==> src/rtl/clk_chan_pkg.sv <==
package clk_chan_pkg;
  localparam int GEN_W    = 4;
  localparam int WORD_W   = 32;
  localparam int LOCK_POS = 7;
  localparam int EN_POS   = 6;

  typedef struct packed {
    logic             lock;
    logic             en;
    logic [GEN_W-1:0] gen;
  } chan_cfg_t;

  function automatic logic [WORD_W-1:0] cfg_to_word(chan_cfg_t c);
    logic [WORD_W-1:0] w;
    w = '0;
    w[LOCK_POS]    = c.lock;
    w[EN_POS]      = c.en;
    w[GEN_W-1:0]   = c.gen;
    return w;
  endfunction
endpackage

==> src/rtl/clk_chan_slot.sv <==
module clk_chan_slot
  import clk_chan_pkg::*;
#(
  parameter int NUM_GEN = 9
) (
  input  logic      clk,
  input  logic      pwr_rst_n,
  input  logic      usr_rst,
  input  logic      wr_hit,
  input  chan_cfg_t wr_cfg,
  output chan_cfg_t cfg_q
);
  localparam logic [GEN_W-1:0] GEN_MAX = GEN_W'(NUM_GEN - 1);

  chan_cfg_t cfg_d;
  logic      load;
  logic      gen_ok;
  logic      accept;
  logic      usr_clr;

  assign gen_ok  = (wr_cfg.gen <= GEN_MAX);
  assign accept  = wr_hit && !cfg_q.lock && gen_ok;
  assign usr_clr = usr_rst && !cfg_q.lock;

  always_comb begin
    cfg_d = cfg_q;
    load  = 1'b0;
    if (usr_clr) begin
      cfg_d = '0;
      load  = 1'b1;
    end else if (accept) begin
      cfg_d = wr_cfg;
      load  = 1'b1;
    end
  end

  always_ff @(posedge clk or negedge pwr_rst_n) begin
    if (!pwr_rst_n) begin
      cfg_q <= '0;
    end else if (load) begin
      cfg_q <= cfg_d;
    end
  end
endmodule

==> src/rtl/clk_chan_lockmap.sv <==
module clk_chan_lockmap
  import clk_chan_pkg::*;
#(
  parameter int NUM_CH  = 43,
  parameter int NUM_GEN = 9
) (
  input  chan_cfg_t          cfg [NUM_CH],
  output logic [NUM_GEN-1:0] gen_lock
);
  assign gen_lock[0] = 1'b0;

  for (genvar n = 1; n < NUM_GEN; n++) begin : g_gen
    always_comb begin
      gen_lock[n] = 1'b0;
      for (int m = 0; m < NUM_CH; m++) begin
        if (cfg[m].lock && (cfg[m].gen == GEN_W'(n))) begin
          gen_lock[n] = 1'b1;
        end
      end
    end
  end
endmodule

==> src/rtl/clk_chan_rdmux.sv <==
module clk_chan_rdmux
  import clk_chan_pkg::*;
#(
  parameter int NUM_CH = 43
) (
  input  chan_cfg_t          cfg [NUM_CH],
  input  logic [NUM_CH-1:0]  sel,
  output logic [WORD_W-1:0]  rdata
);
  always_comb begin
    rdata = '0;
    for (int m = 0; m < NUM_CH; m++) begin
      if (sel[m]) begin
        rdata = cfg_to_word(cfg[m]);
      end
    end
  end
endmodule

==> src/rtl/clk_chan_bank.sv <==
module clk_chan_bank
  import clk_chan_pkg::*;
#(
  parameter int NUM_CH    = 43,
  parameter int NUM_GEN   = 9,
  parameter int ADDR_W    = 8,
  parameter int BASE_WORD = 32
) (
  input  logic                    clk,
  input  logic                    pwr_rst_n,
  input  logic                    usr_rst,
  input  logic                    wr_prot,
  input  logic                    wr_en,
  input  logic [ADDR_W-1:0]       addr,
  input  logic [WORD_W-1:0]       wdata,
  output logic [WORD_W-1:0]       rdata,
  output logic [NUM_CH-1:0]       ch_en,
  output logic [NUM_CH*GEN_W-1:0] ch_gen,
  output logic [NUM_GEN-1:0]      gen_lock
);
  localparam logic [ADDR_W-1:0] BASE_A = ADDR_W'(BASE_WORD);

  logic [ADDR_W-1:0] offs;
  logic              in_range;
  logic [NUM_CH-1:0] sel;
  logic [NUM_CH-1:0] ch_lock;
  logic              wr_go;
  chan_cfg_t         wr_cfg;
  chan_cfg_t         cfg [NUM_CH];
  logic              unused_wbits;

  assign offs     = addr - BASE_A;
  assign in_range = (addr >= BASE_A) && (offs < ADDR_W'(NUM_CH));
  assign wr_go    = wr_en && !wr_prot;

  assign wr_cfg.lock = wdata[LOCK_POS];
  assign wr_cfg.en   = wdata[EN_POS];
  assign wr_cfg.gen  = wdata[GEN_W-1:0];
  assign unused_wbits = ^{wdata[WORD_W-1:LOCK_POS+1], wdata[EN_POS-1:GEN_W]};

  for (genvar m = 0; m < NUM_CH; m++) begin : g_ch
    assign sel[m] = in_range && (offs == ADDR_W'(m));

    clk_chan_slot #(.NUM_GEN(NUM_GEN)) u_slot (
      .clk       (clk),
      .pwr_rst_n (pwr_rst_n),
      .usr_rst   (usr_rst),
      .wr_hit    (wr_go && sel[m]),
      .wr_cfg    (wr_cfg),
      .cfg_q     (cfg[m])
    );

    assign ch_en[m]                 = cfg[m].en;
    assign ch_gen[m*GEN_W +: GEN_W] = cfg[m].gen;
    assign ch_lock[m]               = cfg[m].lock;
  end

  clk_chan_lockmap #(.NUM_CH(NUM_CH), .NUM_GEN(NUM_GEN)) u_lockmap (
    .cfg      (cfg),
    .gen_lock (gen_lock)
  );

  clk_chan_rdmux #(.NUM_CH(NUM_CH)) u_rdmux (
    .cfg   (cfg),
    .sel   (sel),
    .rdata (rdata)
  );
endmodule

==> config.mk <==
export PLATFORM = sky130hd
export DESIGN_NAME = clk_chan_bank
export DESIGN_NICKNAME = d
export VERILOG_FILES = /design/src/rtl/clk_chan_pkg.sv /design/src/rtl/clk_chan_slot.sv /design/src/rtl/clk_chan_lockmap.sv /design/src/rtl/clk_chan_rdmux.sv /design/src/rtl/clk_chan_bank.sv
export SDC_FILE = /design/constraint.sdc
export NUM_CORES = 1
export LEC_CHECK = 0
export ABC_CLOCK_PERIOD_IN_PS = 5750
export BUFFER_PORTS_ARGS = -buffer_cell sky130_fd_sc_hd__clkbuf_2
export CORE_MARGIN = 5
export CORE_UTILIZATION = 50
export CTS_CLUSTER_DIAMETER = 80
export DETAILED_ROUTE_END_ITERATION = 10
export PLACE_DENSITY = 0.83
export SLEW_MARGIN = 20
export SYNTH_ARGS = -nofsm -noshare
export SYNTH_HDL_FRONTEND = slang
export SYNTH_SLANG_ARGS = --single-unit
==> constraint.sdc <==
create_clock -name clk -period 5.75 [get_ports clk]
set_input_delay 1.725 -clock clk [delete_from_list [all_inputs] [get_ports clk]]
set_output_delay 1.725 -clock clk [all_outputs]
set_load 0.01 [all_outputs]
### Word-level counts from Yosys, hierarchy flattened

Index checks and enable logic that the tools add are counted.
W data, S select, Z words.

| operators by class | value |
|---|---|
| add/sub/neg operators | 1 |
| order comparisons | 3 |
| eq/ne operators | 386 |
| muxes and demuxes | 559 |
| reduce and logical (&&, ||, !) cells | 692 |

Operator list:

| operator | number |
|---|---|
| $eq A4 B3 Y1 const B | 172 |
| $logic_and A1 B1 Y1 | 561 |
| $mux W6 | 86 |
| $mux W1 | 430 |
| $eq A4 B2 Y1 const B | 86 |
| $mux W8 | 43 |
| $eq A4 B1 Y1 const B | 43 |
| $eq A4 B4 Y1 const B | 43 |
| $eq A8 B5 Y1 const B | 16 |
| $eq A8 B6 Y1 const B | 11 |
| $reduce_and A2 Y1 | 43 |
| $reduce_bool A2 Y1 | 43 |
| $eq A8 B4 Y1 const B | 8 |
| $logic_not A1 Y1 | 44 |
| $eq A8 B3 Y1 const B | 4 |
| $eq A8 B2 Y1 const B | 2 |
| $eq A8 B1 Y1 const B | 1 |
| $ge A8 B6 Y1 const B | 1 |
| $logic_not A8 Y1 | 1 |
| $lt A8 B6 Y1 const B | 1 |
| $sub A8 B6 Y8 const B | 1 |
| $le A4 B4 Y1 const B | 1 |

| storage, ports and cells | value |
|---|---|
| flip-flop bits (word level) | 258 |
| input port bits | 45 |
| output and inout bits | 256 |
| logic and storage cells | 1770 |

### Depth between registers and ports, before layout

Gate-level depths: netlist of the first run.

| logic depth | value |
|---|---|
| word-level depth | 47 |
| gate-level depth with buffers | 11 |
| gate-level depth less buffers | 9 |

### Modules after synthesis

A second synthesis of the first run with hierarchy kept.

| unflattened totals | value |
|---|---|
| cells, all modules | 2342 |
| area, all modules | 19403.6 sq um |

Modules (own cells, without submodules):

| module | instances | cells an instance | area an instance (sq um) | seq. area each (sq um) |
|---|---|---|---|---|
| clk_chan_slot | 43 | 28 | 292.8 | 150.1 |
| clk_chan_lockmap | 1 | 544 | 3435.8 | 0.0 |
| clk_chan_rdmux | 1 | 462 | 2695.1 | 0.0 |
| clk_chan_bank | 1 | 132 | 683.2 | 0.0 |

### Worst setup path before layout of the first run

OpenSTA, ideal clock, no wires.

| timing path | value |
|---|---|
| kind | input-to-output |
| from | in addr[5] |
| to | out rdata[2] |
| arrival | 3.639 ns |
| data required time | 4.025 ns |
| slack | 0.386 ns |
| stages | 9 |
| path buffers | 0 |
| cell sequence | inv_1 > ha_1 > or3b_4 > a211oi_4 > nand2_2 > o221a_1 > o211ai_2 > nand4_1 > a221o_1 |

| on the way | value |
|---|---|
| word-level cells in the longest chain between the ends | 47 |
| elaborated cells between the ends (all ways) | 133 |
| classes of those cells | add/sub (1); order compare (2); eq/ne (42); mux (43); reduce/logical (45) |

Ends and longest elaborated chain:

| element | line | text |
|---|---|---|
| start: declaration | clk_chan_bank.sv:14 | `input logic [ADDR_W-1:0] addr,` |
| $sub A8 B6 Y8 | clk_chan_bank.sv:32 | `assign offs = addr - BASE_A;` |
| $lt A8 B6 Y1 | clk_chan_bank.sv:33 | `assign in_range = (addr >= BASE_A) && (offs < ADDR_W'(NUM_CH));` |
| $logic_and A1 B1 Y1 | clk_chan_bank.sv:33 |  |
| $logic_and A1 B1 Y1 | clk_chan_bank.sv:42 | `assign sel[m] = in_range && (offs == ADDR_W'(m));` |
| $mux W8 (42 in series) | clk_chan_rdmux.sv:13 | `if (sel[m]) begin` |
| $mux W8 (*) | clk_chan_rdmux.sv:13 |  |
| end: declaration | clk_chan_bank.sv:16 | `output logic [WORD_W-1:0] rdata,` |

Mark *: on every way between the ends. The rest lies on a longest branch, timed or not.

### Final worst setup path of the first run

| timing path | value |
|---|---|
| from | in addr[2] |
| to | out rdata[2] |

The elaborated chain is that of the path after synthesis.

==> results.sh, run 1 <==
export IMPL_grt_max_degree=95
export IMPL_hold_path_depth=2
export IMPL_clock_latency_ns=0.58
export IMPL_synthArstFlopShare=1.00
export IMPL_max_clock_freq_ghz=0.171
export IMPL_synthTopCellsByArea="dfrtp_1, buf_4, a22oi_1, nand2_1, mux2i_1"
export IMPL_maxCapViolations=0
export IMPL_post_synth_top_area_cell="dfrtp_1"
export IMPL_ys_top_cells_by_count="nand2_1, dfrtp_1, buf_4"
export IMPL_crit_fanout=18
export IMPL_worst_r2r_startpoint="g_ch[18].u_slot.cfg_q[5]"
export IMPL_hold_path_class="flop to flop"
export IMPL_nNetsFinal=2628
export IMPL_fin_crit_ns=5.84
export IMPL_drtPass1Iterations=6
export IMPL_cts_htree_levels=1
export IMPL_fin_util=0.575
export IMPL_outcome="finished with violations"
export IMPL_grt_pass1_wl_um=152000
export IMPL_finalWeightedCongestion=1.14
export IMPL_die_area_um2=44100
export IMPL_die_width_um=210
export IMPL_die_y_um=210
export IMPL_peakVddDrop_uv=228
export IMPL_synth_edf_count=0
export IMPL_path_class="primary input to primary output"
export IMPL_p_total_uw=4200
export IMPL_antenna_left=0
export IMPL_worst_pin_slew_ns=1.40
export IMPL_fin_ws_ns=-0.0852
export IMPL_slowest_stage="or3b_2"
export IMPL_reg_largest_list="g_ch.u_slot.cfg_q (258)"
export IMPL_yosysMostFrequentCell="nand2_1"
export IMPL_dp_cells=3067
export IMPL_min_to="g_ch[28].u_slot.cfg_q[4]"
export IMPL_slew_viol_final=0
export IMPL_overflow=0
export IMPL_finalCritPeriodShare=1.01
export IMPL_reg2reg_slack_ns=4.10
export IMPL_ys_ff_latch=258
export IMPL_setup_viol=2
export IMPL_seq_area_frac_synth=0.323
export IMPL_drt_wl_total_um=109000
export IMPL_crit_family="simple AND/OR/NAND/NOR gates"
export IMPL_grtUsageTotal=0.470
export IMPL_path_buf_inv=4
export IMPL_min_from="g_ch[28].u_slot.cfg_q[4]"
export IMPL_drt_iter0_markers=4158
export IMPL_violations="negative setup slack"
export IMPL_crit_arrival_ns=4.11
export IMPL_cts_num_sinks=258
export IMPL_num_rows=73
export IMPL_cts_buffers=27
export IMPL_rsz0062_at_grt="true"
export IMPL_skew_ns=0.00728
export IMPL_hpwl_um=84800
export IMPL_grt_pass1_vias=20700
export IMPL_synth_distinct_cells=95
export IMPL_vias=22400
export IMPL_remaining_drc_errors=0
export IMPL_initial_core_util=0.505
export IMPL_syn_area_um2=20000
export IMPL_syn_avg_cell_area_um2=8.09
export IMPL_largest_reg_flops=258
export IMPL_area_growth_pct=13.9
export IMPL_power_density_nw_per_um2=184
export IMPL_clk_pin_slew_ns=0.06
export IMPL_root_buffer="clkbuf_16"
export IMPL_cts_tree="yes"
export IMPL_wire_per_inst_um=34.9
export IMPL_cp_start_kind="primary input"
export IMPL_required_ns=4.03
export IMPL_synth_ff_type="dfrtp_1"
export IMPL_final_cells=3127
export IMPL_hold_violations=0
export IMPL_core_um2=39600
export IMPL_dpl_worst_slack_ns=-0.502
export IMPL_antenna_found_initial=6
export IMPL_routed_via_density=7.15
export IMPL_worstRegToRegCells=3
export IMPL_max_slew_margin_rel=0.0563
export IMPL_syn_inst=2473
export IMPL_final_layout_size_suffix_gt1_frac=0.253
export IMPL_portBuffers=247
export IMPL_synth_top_cell_area_share=0.323
export IMPL_cts_buffer_depth=3
export IMPL_endpoint_kind="primary output"
export IMPL_r2r_end="g_ch[18].u_slot.cfg_q[3]"
export IMPL_synth_warnings=0
export IMPL_ioPinCount=301
export IMPL_cp_slowest_stage_delay_ns=0.46
export IMPL_largest_register="g_ch.u_slot.cfg_q"
export IMPL_p_leak_uw=0.0101
export IMPL_crit_path_cell_trace="clkbuf_2, buf_12, buf_4, or3b_2, o221ai_1, nand2_1, o21ai_1, nand4_1, a21oi_2, a221o_1, buf_2"
[layer usage]
layer,share of wire,vias up,routed length (um),global-route usage
met1,0.37,10800,40700,0.644
met5,0.00086,-,94,0
met4,0.070,10,7600,0.230
met3,0.14,428,15300,0.124
met2,0.42,2083,45300,0.693
li1,-,9017,-,-
[worst reg2reg max path: stages, from the launching register on]
cell and delay [ns]:
dfrtp_1 0.46, or4_1 0.74, mux2i_1 0.25, nor2_1 0.06
[report_power, final]
| part | switching [uW] | internal, uW |
|---|---|---|
| clock network | 782 | 1130 |
| registers | 10.2 | 1820 |
| logic | 313 | 153 |
[cell type report]
type                       instances  area (um2)
multi-input combinational       1764       11200
antenna                            1        2.50
inverter                          24        98.8
fill                            3614       16800
timing repair buffer             507        3430
sequential                       258        6460
clock buffer                      35         736
clock inverter                    13         208
tap                              525         657
[metrics by stage]
step           hold slack, ns  cell area [um2]  TNS, ns
2_1_floorplan           0.489            20100        0
3_3_place_gp            0.527            21300    -1.38
3_5_place_dp            0.540            21300    -1.46
4_1_cts                 0.554            22500  -0.0586
5_1_grt                 0.572            22800  -0.0890
6_report                0.561            22800   -0.127
[repair_timing]
action	in CTS	in global routing
cloned	1	1
gates resized for setup	42	51
pin swaps	20	22
buffers inserted	4	5
hold buffers	0	0
setup endpoints to repair	6	6
[cells by family (layout without fill, tap and decap cells)]
kind of cell,Yosys count,after routing,synth area share
other,1,28,0.000187
multiplexers,102,102,0.0526
AND/OR/NAND/NOR,1001,1001,0.269
flip-flops,258,258,0.323
adder cells (fa/ha/maj),1,1,0.000625
AO/OA/AOI/OAI,631,631,0.215
XOR/XNOR,2,2,0.000875
buffers and inverters,477,579,0.139
[cell usage in the layout, fill, tap and decap left out, drive strengths merged, types with 6 or more instances in the layout]
master / n
nand2: 279
clkbuf: 274
buf: 267
dfrtp: 258
o21ai: 195
nor2: 174
a22oi: 154
mux2i: 94
nor3b: 85
nand3b: 81
nor3: 77
nand3: 72
nor4: 66
a21oi: 60
nor2b: 37
nand2b: 35
o22ai: 30
nand4: 28
a21o: 27
conb: 27
inv: 24
o21bai: 15
or3b: 14
or4: 12
a31oi: 12
o2111ai: 11
or3: 11
a221oi: 10
a32oi: 9
a211oi: 9
o32ai: 9
nor4b: 9
a2111oi: 8
o211ai: 7
o221ai: 7
clkinv: 7
a22o: 6
mux2: 6
a311oi: 6
[how the worst max path moves through the flow]
stage	cells past startpoint	end	start	slack [ns]
3_5_place_dp	11	rdata[6]	addr[0]	-0.50
3_3_place_gp	11	rdata[6]	addr[0]	-0.49
2_1_floorplan	9	rdata[2]	addr[5]	0.39
6_report	11	rdata[2]	addr[2]	-0.09
4_1_cts	13	rdata[2]	addr[6]	-0.05
5_1_grt	13	rdata[2]	addr[6]	-0.05
Power figures use the tool's default switching activity.
==> run 2, diff against run 1 <==
Settings changed: RECOVER_POWER from default to 25.
==> results.sh, run 2 (synthesized netlist as in run 1, its figures left out) <==
export IMPL_outcome="finished with violations"
export IMPL_violations="max-capacitance violations, max-slew violations, negative setup slack"
export IMPL_hpwl_um=84800
export IMPL_peakVddDrop_uv=229
export IMPL_finalWeightedCongestion=1.14
export IMPL_required_ns=4.03
export IMPL_fin_tns_setup_ns=-0.136
export IMPL_grt_pass1_vias=20700
export IMPL_max_clock_freq_ghz=0.171
export IMPL_mostFrequentLayoutCells="nand2_1, dfrtp_1, buf_4"
export IMPL_max_slew_margin_rel=-0.597
export IMPL_met3WireLength_um=15200
export IMPL_grt_pass1_wl_um=152000
export IMPL_cts_buffers=27
export IMPL_area_growth_pct=13.8
export IMPL_clk_pin_slew_ns=0.07
export IMPL_min_from="g_ch[28].u_slot.cfg_q[4]"
export IMPL_crit_fanout=18
export IMPL_path_class="primary input to primary output"
export IMPL_wire_per_inst_um=34.9
export IMPL_die_width_um=210
export IMPL_fillers=3617
export IMPL_slew_viol_final=263
export IMPL_die_y_um=210
export IMPL_cp_start_kind="primary input"
export IMPL_ioPinCount=301
export IMPL_initial_core_util=0.505
export IMPL_rsz0062_at_grt="true"
export IMPL_antenna_found_initial=6
export IMPL_setup_viol=4
export IMPL_min_to="g_ch[28].u_slot.cfg_q[4]"
export IMPL_root_buffer="clkbuf_16"
export IMPL_worst_pin_slew_ns=2.40
export IMPL_layout_commonest_cell="nand2_1"
export IMPL_vias=22400
export IMPL_maxCapViolations=3
export IMPL_grtUsageTotal=0.470
export IMPL_remaining_drc_errors=0
export IMPL_fin_util=0.575
export IMPL_hold_ws_ns=0.558
export IMPL_multiInputGateArea_um2=11200
export IMPL_finalCritPeriodShare=1.02
export IMPL_routed_via_density=7.17
export IMPL_hold_path_depth=2
export IMPL_nNetsFinal=2628
export IMPL_power_density_nw_per_um2=185
export IMPL_fin_crit_ns=5.85
export IMPL_worst_r2r_startpoint="g_ch[18].u_slot.cfg_q[5]"
export IMPL_drtPass1Iterations=6
export IMPL_drt_iter0_markers=4103
export IMPL_portBuffers=247
export IMPL_reg2reg_slack_ns=4.11
export IMPL_routed_top_layer="met5"
export IMPL_largest_register="g_ch.u_slot.cfg_q"
export IMPL_hold_path_class="flop to flop"
export IMPL_final_cells=3131
export IMPL_dp_cells=3067
export IMPL_grt_max_degree=95
export IMPL_cts_htree_levels=1
export IMPL_die_area_um2=44100
export IMPL_r2r_end="g_ch[18].u_slot.cfg_q[3]"
export IMPL_m1WireLength_um=40800
export IMPL_crit_arrival_ns=4.13
export IMPL_endpoint_kind="primary output"
export IMPL_fin_ws_ns=-0.103
export IMPL_regArea_um2=6460
export IMPL_hold_violations=0
export IMPL_skew_ns=0.0112
export IMPL_largest_reg_flops=258
export IMPL_clock_latency_ns=0.58
export IMPL_final_layout_size_suffix_gt1_frac=0.253
export IMPL_worstRegToRegCells=3
export IMPL_overflow=0
export IMPL_num_rows=73
export IMPL_antenna_left=0
export IMPL_met2_length_um=45300
export IMPL_p_leak_uw=0.0101
export IMPL_drt_wl_total_um=109000
export IMPL_cts_num_sinks=258
export IMPL_reg_largest_list="g_ch.u_slot.cfg_q (258)"
export IMPL_cts_buffer_depth=3
export IMPL_core_um2=39600
export IMPL_cts_tree="yes"
[run 2: changes by cell type in the layout (fill, tap and decap cells not counted), sizes merged]
cell    change
clkbuf      +3
diode       +4
buf         -3
[run 2: where the power goes]
group | internal [uW] | switching [uW] | total, uW | leakage (uW)
Sequential | 1820 | 10.2 | 1830 | 0.00361
Combinational | 149 | 313 | 463 | 0.00605
Clock | 1130 | 784 | 1910 | 0.000465
Total | 3100 | 1110 | 4200 | 0.0101
[run 2: metal layers]
layer,up-vias,track usage
li1,9017,-
met1,10900,0.644
met2,2101,0.693
met3,408,0.124
met4,6,0.230
met5,-,0
[run 2: worst max-delay path by stage]
stage               cells past startpoint  slack (ns)  endpoint    start
CTS                                    13       -0.05  rdata[2]  addr[6]
finish                                 11       -0.10  rdata[2]  addr[2]
detailed placement                     11       -0.50  rdata[6]  addr[0]
global placement                       11       -0.49  rdata[6]  addr[0]
global route                           13       -0.05  rdata[2]  addr[6]
floorplan                               9        0.39  rdata[2]  addr[5]
[run 2: area by class of cell]
class                           count  area share
Antenna cell                        5    0.000549
Tap cell                          525      0.0288
Sequential cell                   258       0.283
Clock buffer                       35      0.0323
Clock inverter                     13     0.00912
Inverter                           24     0.00434
Timing Repair Buffer              507       0.149
Multi-Input combinational cell   1764       0.493
[run 2: worst max-delay path: stages]
cell	delay, ns
clkbuf_2	0.22
buf_12	0.20
buf_4	0.18
or3b_2	0.46
o221ai_1	0.09
nand2_1	0.07
o21ai_1	0.09
nand4_1	0.35
a21oi_2	0.39
a221o_1	0.18
buf_2	0.14
[run 2: metrics by stage]
| stage | power (uW) | setup WS, ns | cell area (um2) |
|---|---|---|---|
| 6_report | 4200 | -0.103 | 22800 |
| 4_1_cts | 4160 | -0.0484 | 22500 |
| 2_1_floorplan | 2060 | 0.386 | 20100 |
| 3_3_place_gp | 2260 | -0.489 | 21300 |
| 3_5_place_dp | 2270 | -0.502 | 21300 |
| 5_1_grt | 4280 | -0.0464 | 22800 |
[run 2: timing repair]
| item | in CTS | in global routing |
|---|---|---|
| resized for setup | 42 | 51 |
| hold buffers | 0 | 0 |
| endpoints found under the setup margin | 6 | 6 |
| pin swaps | 20 | 22 |
| buffers inserted | 4 | 5 |
| gates cloned | 1 | 1 |
